==> config.mk <==
export PLATFORM = sky130hd
export DESIGN_NAME = lane_strided_agu
export DESIGN_NICKNAME = d
export VERILOG_FILES = /design/src/rtl/lsu_agu_pkg.sv /design/src/rtl/lsu_cmd_capture.sv /design/src/rtl/lsu_elem_seq.sv /design/src/rtl/lsu_xfer_stage.sv /design/src/rtl/lane_strided_agu.sv
export SDC_FILE = /design/constraint.sdc
export NUM_CORES = 1
export LEC_CHECK = 0
export ABC_AREA = 1
export BUFFER_PORTS_ARGS = -buffer_cell sky130_fd_sc_hd__buf_2
export CAP_MARGIN = 0
export CORE_MARGIN = 1.5
export CORE_UTILIZATION = 53
export DETAILED_ROUTE_END_ITERATION = 12
export PLACE_DENSITY = 0.84
export SYNTH_ARGS = -nofsm -noshare
export SYNTH_HDL_FRONTEND = slang
export SYNTH_SLANG_ARGS = --single-unit
==> constraint.sdc <==
create_clock -name clk -period 3.64 [get_ports clk]
set_input_delay 0 -clock clk [delete_from_list [all_inputs] [get_ports clk]]
set_output_delay 0 -clock clk [all_outputs]
set_load 0.005 [all_outputs]
==> src/rtl/lsu_agu_pkg.sv <==
package lsu_agu_pkg;

    // Field positions in the instruction word; the capture stage decodes them.
    localparam int unsigned REG_LSB    = 0;
    localparam int unsigned STRIDE_LSB = 8;
    localparam int unsigned VLEN_LSB   = 16;
    localparam int unsigned STORE_BIT  = 31;

    typedef enum logic [1:0] {
        CAP_INSTR = 2'd0,
        CAP_BASE  = 2'd1,
        CAP_RUN   = 2'd2
    } cap_state_e;

endpackage

==> src/rtl/lsu_cmd_capture.sv <==
module lsu_cmd_capture
    import lsu_agu_pkg::*;
#(
    parameter int unsigned WORD_W   = 32,
    parameter int unsigned ADDR_W   = 16,
    parameter int unsigned REG_W    = 8,
    parameter int unsigned STRIDE_W = 8,
    parameter int unsigned VLEN_W   = 8
) (
    input  logic                clk,
    input  logic                rst_n,
    input  logic                cmd_valid,
    output logic                cmd_ready,
    input  logic [WORD_W-1:0]   cmd_data,
    input  logic                xfer_done,
    output logic                launch,
    output logic [ADDR_W-1:0]   base,
    output logic                is_store,
    output logic [REG_W-1:0]    reg_id,
    output logic [STRIDE_W-1:0] stride,
    output logic [VLEN_W-1:0]   vlen
);

    typedef struct packed {
        cap_state_e          state;
        logic                is_store;
        logic [REG_W-1:0]    reg_id;
        logic [STRIDE_W-1:0] stride;
        logic [VLEN_W-1:0]   vlen;
    } cap_t;

    cap_t cap_d, cap_q;

    // Reserved bits of the instruction word carry no meaning.
    logic unused_cmd_bits;
    assign unused_cmd_bits = ^cmd_data[STORE_BIT-1:VLEN_LSB+VLEN_W];

    always_comb begin
        cap_d = cap_q;
        unique case (cap_q.state)
            CAP_INSTR: begin
                if (cmd_valid) begin
                    cap_d.is_store = cmd_data[STORE_BIT];
                    cap_d.reg_id   = cmd_data[REG_LSB +: REG_W];
                    cap_d.stride   = cmd_data[STRIDE_LSB +: STRIDE_W];
                    cap_d.vlen     = cmd_data[VLEN_LSB +: VLEN_W];
                    cap_d.state    = CAP_BASE;
                end
            end
            CAP_BASE: begin
                if (cmd_valid) begin
                    cap_d.state = CAP_RUN;
                end
            end
            CAP_RUN: begin
                if (xfer_done) begin
                    cap_d.state = CAP_INSTR;
                end
            end
            default: cap_d.state = CAP_INSTR;
        endcase
    end

    always_ff @(posedge clk or negedge rst_n) begin
        if (!rst_n) begin
            cap_q <= '0;
        end else begin
            cap_q <= cap_d;
        end
    end

    assign cmd_ready = (cap_q.state != CAP_RUN);
    assign launch    = (cap_q.state == CAP_BASE) && cmd_valid;
    assign base      = cmd_data[ADDR_W-1:0];
    assign is_store  = cap_q.is_store;
    assign reg_id    = cap_q.reg_id;
    assign stride    = cap_q.stride;
    assign vlen      = cap_q.vlen;

    // completion is only reported while an instruction is running
    p_done_in_run_r6: assert property (@(posedge clk) disable iff (!rst_n)
        xfer_done |-> (cap_q.state == CAP_RUN));

    // the held instruction fields stay fixed while it runs
    p_fields_stable_r7: assert property (@(posedge clk) disable iff (!rst_n)
        (cap_q.state == CAP_RUN && $past(cap_q.state == CAP_RUN))
            |-> ($stable(cap_q.stride) && $stable(cap_q.reg_id) && $stable(cap_q.is_store)));

endmodule

==> src/rtl/lsu_elem_seq.sv <==
module lsu_elem_seq #(
    parameter int unsigned LANES    = 4,
    parameter int unsigned ADDR_W   = 16,
    parameter int unsigned STRIDE_W = 8,
    parameter int unsigned VLEN_W   = 8
) (
    input  logic                clk,
    input  logic                rst_n,
    input  logic                launch,
    input  logic [ADDR_W-1:0]   base,
    input  logic [STRIDE_W-1:0] stride,
    input  logic [VLEN_W-1:0]   vlen,
    output logic                issue_v,
    output logic                issue_last,
    output logic [VLEN_W-1:0]   issue_idx,
    output logic [ADDR_W-1:0]   issue_addr,
    output logic                empty
);

    localparam int unsigned LANE_SH = $clog2(LANES);

    typedef struct packed {
        logic              active;
        logic              empty;
        logic [VLEN_W-1:0] remain;
        logic [VLEN_W-1:0] idx;
        logic [ADDR_W-1:0] addr;
    } seq_t;

    seq_t seq_d, seq_q;
    logic [VLEN_W-1:0] elem_cnt;

    assign elem_cnt = vlen >> LANE_SH;

    always_comb begin
        seq_d       = seq_q;
        seq_d.empty = 1'b0;
        if (launch) begin
            seq_d.active = (elem_cnt != '0);
            seq_d.empty  = (elem_cnt == '0);
            seq_d.remain = elem_cnt;
            seq_d.idx    = '0;
            seq_d.addr   = base;
        end else if (seq_q.active) begin
            seq_d.active = (seq_q.remain != VLEN_W'(1));
            seq_d.remain = seq_q.remain - VLEN_W'(1);
            seq_d.idx    = seq_q.idx + VLEN_W'(1);
            seq_d.addr   = seq_q.addr + ADDR_W'(stride);
        end
    end

    always_ff @(posedge clk or negedge rst_n) begin
        if (!rst_n) begin
            seq_q <= '0;
        end else begin
            seq_q <= seq_d;
        end
    end

    assign issue_v    = seq_q.active;
    assign issue_last = seq_q.active && (seq_q.remain == VLEN_W'(1));
    assign issue_idx  = seq_q.idx;
    assign issue_addr = seq_q.addr;
    assign empty      = seq_q.empty;

    // a new instruction is only started on an idle counter
    p_launch_idle_r7: assert property (@(posedge clk) disable iff (!rst_n)
        launch |-> !seq_q.active);

    // back-to-back elements carry consecutive indices
    p_idx_step_r4: assert property (@(posedge clk) disable iff (!rst_n)
        (seq_q.active && $past(seq_q.active)) |-> (seq_q.idx == VLEN_W'($past(seq_q.idx) + 1'b1)));

    // the first element of a run has index zero
    p_first_idx_r2: assert property (@(posedge clk) disable iff (!rst_n)
        $rose(seq_q.active) |-> (seq_q.idx == '0));

endmodule

==> src/rtl/lsu_xfer_stage.sv <==
module lsu_xfer_stage #(
    parameter int unsigned ADDR_W = 16,
    parameter int unsigned VLEN_W = 8
) (
    input  logic              clk,
    input  logic              rst_n,
    input  logic              issue_v,
    input  logic              issue_last,
    input  logic [VLEN_W-1:0] issue_idx,
    input  logic [ADDR_W-1:0] issue_addr,
    input  logic              empty,
    output logic              c_v,
    output logic [VLEN_W-1:0] c_idx,
    output logic [ADDR_W-1:0] c_addr,
    output logic              done
);

    typedef struct packed {
        logic              v;
        logic              last;
        logic              empty;
        logic [VLEN_W-1:0] idx;
        logic [ADDR_W-1:0] addr;
    } stg_t;

    stg_t stg_d, stg_q;

    always_comb begin
        stg_d       = stg_q;
        stg_d.v     = issue_v;
        stg_d.last  = issue_last;
        stg_d.empty = empty;
        if (issue_v) begin
            stg_d.idx  = issue_idx;
            stg_d.addr = issue_addr;
        end
    end

    always_ff @(posedge clk or negedge rst_n) begin
        if (!rst_n) begin
            stg_q <= '0;
        end else begin
            stg_q <= stg_d;
        end
    end

    assign c_v    = stg_q.v;
    assign c_idx  = stg_q.idx;
    assign c_addr = stg_q.addr;
    assign done   = (stg_q.v && stg_q.last) || stg_q.empty;

    // done is a single-cycle pulse
    p_done_pulse_r6: assert property (@(posedge clk) disable iff (!rst_n)
        done |=> !done);

    // an empty instruction never produces a write
    p_empty_no_write_r6: assert property (@(posedge clk) disable iff (!rst_n)
        stg_q.empty |-> !stg_q.v);

endmodule

==> src/rtl/lane_strided_agu.sv <==
module lane_strided_agu #(
    parameter int unsigned LANES    = 4,
    parameter int unsigned WORD_W   = 32,
    parameter int unsigned DATA_W   = 32,
    parameter int unsigned ADDR_W   = 16,
    parameter int unsigned REG_W    = 8,
    parameter int unsigned STRIDE_W = 8,
    parameter int unsigned VLEN_W   = 8
) (
    input  logic              clk,
    input  logic              rst_n,
    input  logic              cmd_valid,
    output logic              cmd_ready,
    input  logic [WORD_W-1:0] cmd_data,
    output logic [ADDR_W-1:0] mem_addr,
    output logic              mem_rd,
    output logic              mem_wr,
    output logic [DATA_W-1:0] mem_wdata,
    input  logic [DATA_W-1:0] mem_rdata,
    output logic [REG_W-1:0]  rf_reg,
    output logic              rf_rd_en,
    output logic [VLEN_W-1:0] rf_rd_idx,
    input  logic [DATA_W-1:0] rf_rd_data,
    output logic              rf_wr_en,
    output logic [VLEN_W-1:0] rf_wr_idx,
    output logic [DATA_W-1:0] rf_wr_data,
    output logic              done
);

    logic                launch;
    logic [ADDR_W-1:0]   base;
    logic                is_store;
    logic [REG_W-1:0]    reg_id;
    logic [STRIDE_W-1:0] stride;
    logic [VLEN_W-1:0]   vlen;
    logic                issue_v;
    logic                issue_last;
    logic [VLEN_W-1:0]   issue_idx;
    logic [ADDR_W-1:0]   issue_addr;
    logic                empty;
    logic                c_v;
    logic [VLEN_W-1:0]   c_idx;
    logic [ADDR_W-1:0]   c_addr;

    lsu_cmd_capture #(
        .WORD_W(WORD_W), .ADDR_W(ADDR_W), .REG_W(REG_W),
        .STRIDE_W(STRIDE_W), .VLEN_W(VLEN_W)
    ) u_capture (
        .clk(clk), .rst_n(rst_n),
        .cmd_valid(cmd_valid), .cmd_ready(cmd_ready), .cmd_data(cmd_data),
        .xfer_done(done), .launch(launch), .base(base),
        .is_store(is_store), .reg_id(reg_id), .stride(stride), .vlen(vlen)
    );

    lsu_elem_seq #(
        .LANES(LANES), .ADDR_W(ADDR_W), .STRIDE_W(STRIDE_W), .VLEN_W(VLEN_W)
    ) u_seq (
        .clk(clk), .rst_n(rst_n),
        .launch(launch), .base(base), .stride(stride), .vlen(vlen),
        .issue_v(issue_v), .issue_last(issue_last), .issue_idx(issue_idx),
        .issue_addr(issue_addr), .empty(empty)
    );

    lsu_xfer_stage #(
        .ADDR_W(ADDR_W), .VLEN_W(VLEN_W)
    ) u_stage (
        .clk(clk), .rst_n(rst_n),
        .issue_v(issue_v), .issue_last(issue_last), .issue_idx(issue_idx),
        .issue_addr(issue_addr), .empty(empty),
        .c_v(c_v), .c_idx(c_idx), .c_addr(c_addr), .done(done)
    );

    // Loads address the bank at issue; stores address it one cycle later.
    assign mem_addr   = is_store ? c_addr : issue_addr;
    assign mem_rd     = issue_v && !is_store;
    assign mem_wr     = c_v && is_store;
    assign mem_wdata  = rf_rd_data;
    assign rf_reg     = reg_id;
    assign rf_rd_en   = issue_v && is_store;
    assign rf_rd_idx  = issue_idx;
    assign rf_wr_en   = c_v && !is_store;
    assign rf_wr_idx  = c_idx;
    assign rf_wr_data = mem_rdata;

    // every bank write is preceded by a register read
    p_wr_after_rd_r5: assert property (@(posedge clk) disable iff (!rst_n)
        mem_wr |-> $past(rf_rd_en));

    // every write-back is preceded by a bank read
    p_wb_after_mem_r4: assert property (@(posedge clk) disable iff (!rst_n)
        rf_wr_en |-> $past(mem_rd));

    // the two directions never mix in one cycle
    p_dir_excl_r9: assert property (@(posedge clk) disable iff (!rst_n)
        !(mem_rd && mem_wr) && !(rf_rd_en && rf_wr_en));

    // the command channel is closed while any transfer is in flight
    p_busy_closed_r7: assert property (@(posedge clk) disable iff (!rst_n)
        (mem_rd || mem_wr || rf_rd_en || rf_wr_en || done) |-> !cmd_ready);

endmodule

==> impl_metrics.env <==
export IMPL_drv_cap=0
export IMPL_synth_most_common_cell="nand2_1"
export IMPL_crit_arrival_ns=1.94
export IMPL_gp_congestion=0.911
export IMPL_numCtsBuffers=9
export IMPL_worst_slew_pin_transition_ns=1.08
export IMPL_fin_crit_sh_pct=53.3
export IMPL_drive_gt1_share_pct=17.3
export IMPL_critPathMaxFanout=37
export IMPL_final_util_pct=56.8
export IMPL_finalSetupTns_ns=0
export IMPL_drc=0
export IMPL_cts_tree="yes"
export IMPL_finish_instance_area_sq_mm=0.00522
export IMPL_switching_power_mw=2.06
export IMPL_startpoint_type="register"
export IMPL_avgRoutedWirePerCell_microns=14.5
export IMPL_sequentialPowerShare_pct=37.4
export IMPL_ant_nets=0
export IMPL_antenna_found_initial=0
export IMPL_cts_sinks=86
export IMPL_htreeDepth=3
export IMPL_instances_no_fill=736
export IMPL_power_internal_mw=2.60
export IMPL_maxSlewViolCount=0
export IMPL_synthToLayoutAreaGrowth_pct=3.91
export IMPL_ys_flop_type="dfrtp_1"
export IMPL_synthCells=618
export IMPL_place_ws_ns=1.72
export IMPL_hp_class="primary input to primary output"
export IMPL_yosysWarnings=0
export IMPL_criticalPathCategory="register to primary output"
export IMPL_vias_per_cell=5.33
export IMPL_avgSynthCellArea_sq_um=8.13
export IMPL_fin_worst_skew_ns=0.0113
export IMPL_hold_violations=0
export IMPL_synth_area_sq_mm=0.00502
export IMPL_drtIter0Drc=149
export IMPL_grt_setup_unrepaired="false"
export IMPL_p_leak_nw=2.72
export IMPL_num_io_pins=209
export IMPL_worstPathCellList="o21ai_0, buf_2"
export IMPL_max_vdd_ir_drop_v=0.000285
export IMPL_hold_worst_slack_ns=0.00000202
export IMPL_dp_cells=696
export IMPL_num_rows=35
export IMPL_pwr_share_clk_pct=14.4
export IMPL_critPathBufInv=1
export IMPL_slew_headroom_pct=28.2
export IMPL_clk_latency_ns=0.36
export IMPL_synth_async_sr_flop_share_pct=100
export IMPL_post_cts_buffers=0
export IMPL_swShare_pct=44.2
export IMPL_grt_usage_pct=21.8
export IMPL_nNetsFinal=732
export IMPL_synth_edf_count=0
export IMPL_post_route_worst_setup_slack_ns=1.70
export IMPL_place_area_sq_mm=0.00478
export IMPL_synthDominantCellAreaShare_pct=42.8
export IMPL_clockBufferDepth=2
export IMPL_fin_crit_ns=1.94
export IMPL_crit_required_ns=3.64
export IMPL_grt_max_degree=87
export IMPL_grt_pass1_wl_mm=17.3
export IMPL_first_global_vias=3634
export IMPL_drt_wl_total_mm=10.7
export IMPL_core_sq_mm=0.00920
export IMPL_dieArea_sq_mm=0.0101
export IMPL_slowest_delay_ns=1.06
export IMPL_crit_slowest_cell="dfrtp_1"
export IMPL_clk_pin_slew_ns=0.09
export IMPL_chipHeight_microns=100
export IMPL_status="completed"
export IMPL_endpoint_kind="primary output"
export IMPL_grt_overflow=0
export IMPL_power_frac_comb_pct=48.2
export IMPL_fmax_mhz=516
export IMPL_initial_utilization_pct=54.6
export IMPL_dp_hpwl_mm=7.41
export IMPL_drt_pass1_iter_count=5
export IMPL_cellPowerDensity_mw_per_mm2=894
export IMPL_portBuffers=71
export IMPL_ys_ff_latch=86
export IMPL_synth_commonest_cells="nand2_1, buf_4, dfrtp_1, inv_1, o21ai_0"
export IMPL_finalPower_mw=4.67
export IMPL_crit_family="flip-flops"
export IMPL_synth_area_top_cells="dfrtp_1, buf_4, nand2_1, o21ai_0, inv_1"
export IMPL_setup_viol=0
export IMPL_diodes=0
export IMPL_root_buffer="clkbuf_8"
export IMPL_synth_fp_nets=729
export IMPL_synth_area_leader_cell="dfrtp_1"
export IMPL_vias=3922
export IMPL_synth_cell_types=41
export IMPL_yosysSeqAreaShare_pct=42.8
export IMPL_die_w_microns=100
[layout make-up]
cell class	instances	area [sq um]
fill	828	3980
multi-input combinational	349	1820
timing repair buffer	98	623
sequential	86	2150
tap	111	139
inverter	77	292
clock inverter	6	71.3
clock buffer	9	124
[registers in the layout, indices dropped and copies added (netlist names), 2 cells and up]
name              cells
u_capture.cap_q       2
u_seq.seq_q           8
u_capture.vlen        6
u_capture.stride      8
u_seq.issue_addr     16
u_stage.c_idx         8
u_stage.stg_q         2
u_seq.issue_idx       8
u_stage.c_addr       16
u_capture.reg_id      8
[power by group through the flow]
stage / sequential, mW / clock (mW) / combinational [mW]
final: 1.74 / 0.671 / 2.25
after global routing: 1.80 / 0.715 / 2.58
after CTS: 1.74 / 0.679 / 2.25
after detailed placement: 1.75 / 0 / 2.21
after global placement: 1.72 / 0 / 2.12
after floorplan: 1.62 / 0 / 1.85
[cells by family after synthesis]
| logic type | share of synthesized area (%) |
|---|---|
| muxes | 1.79 |
| DFF | 42.8 |
| buffers and inverters | 20.9 |
| and+or+nand+nor | 19.0 |
| adders and majority gates | 3.14 |
| xor gates and xnor gates | 1.05 |
| AOI/OAI and AO/OA | 11.3 |
[placed cells by master (no fill, tap or decap), types with 5 or more instances in the layout]
cell type	n
nand2_1	150
dfrtp_1	86
inv_1	72
buf_2	70
o21ai_0	55
nand3_1	27
dlygate4sd3_1	25
nor2_1	22
a21oi_1	16
ha_1	11
o22ai_1	10
clkbuf_8	9
nor3_1	6
mux2_2	6
o221ai_1	5
[path summary, 6_finish.rpt]
| check | start | cells past startpoint | slack, ns | end |
|---|---|---|---|---|
| worst max-delay path | u_capture.is_store$_DFFE_PN0P_ | 2 | 1.70 | mem_addr[13] |
| worst min-delay path | rf_rd_data[3] | 0 | 0.000002 | mem_wdata[3] |
| worst max register to register | u_capture.cap_q[25]$_DFFE_PN0P_ | 5 | 1.71 | u_capture.stride[6]$_DFFE_PN0P_ |
| worst min register to register | u_seq.empty$_DFF_PN0_ | 0 | 0.36 | u_stage.stg_q[24]$_DFF_PN0_ |
| max in group asynchronous | rst_n | 2 | 2.57 | u_stage.c_addr[12]$_DFFE_PN0P_ |
| min in group asynchronous | rst_n | 2 | 0.39 | u_stage.c_idx[7]$_DFFE_PN0P_ |
[worst reg2reg max path, stage by stage, from the launching register on]
cell     delay, ns
dfrtp_1       0.44
inv_1         0.09
nand3_1       0.65
buf_4         0.48
nand2_1       0.08
o21ai_0       0.07
[routing by layer]
layer	wire, microns	vias up	GRT usage (%)
met5	0	-	0
met2	5070	155	35.9
li1	-	1895	-
met1	4530	1834	28.3
met4	356	0	10.7
met3	695	38	3.27
[what timing repair did]
action | CTS | global route
resized for setup | 0 | 0
hold buffers | 25 | 0
endpoints found under the hold margin | 115 | 0
Note: power is estimated with default switching activity, not from simulation.
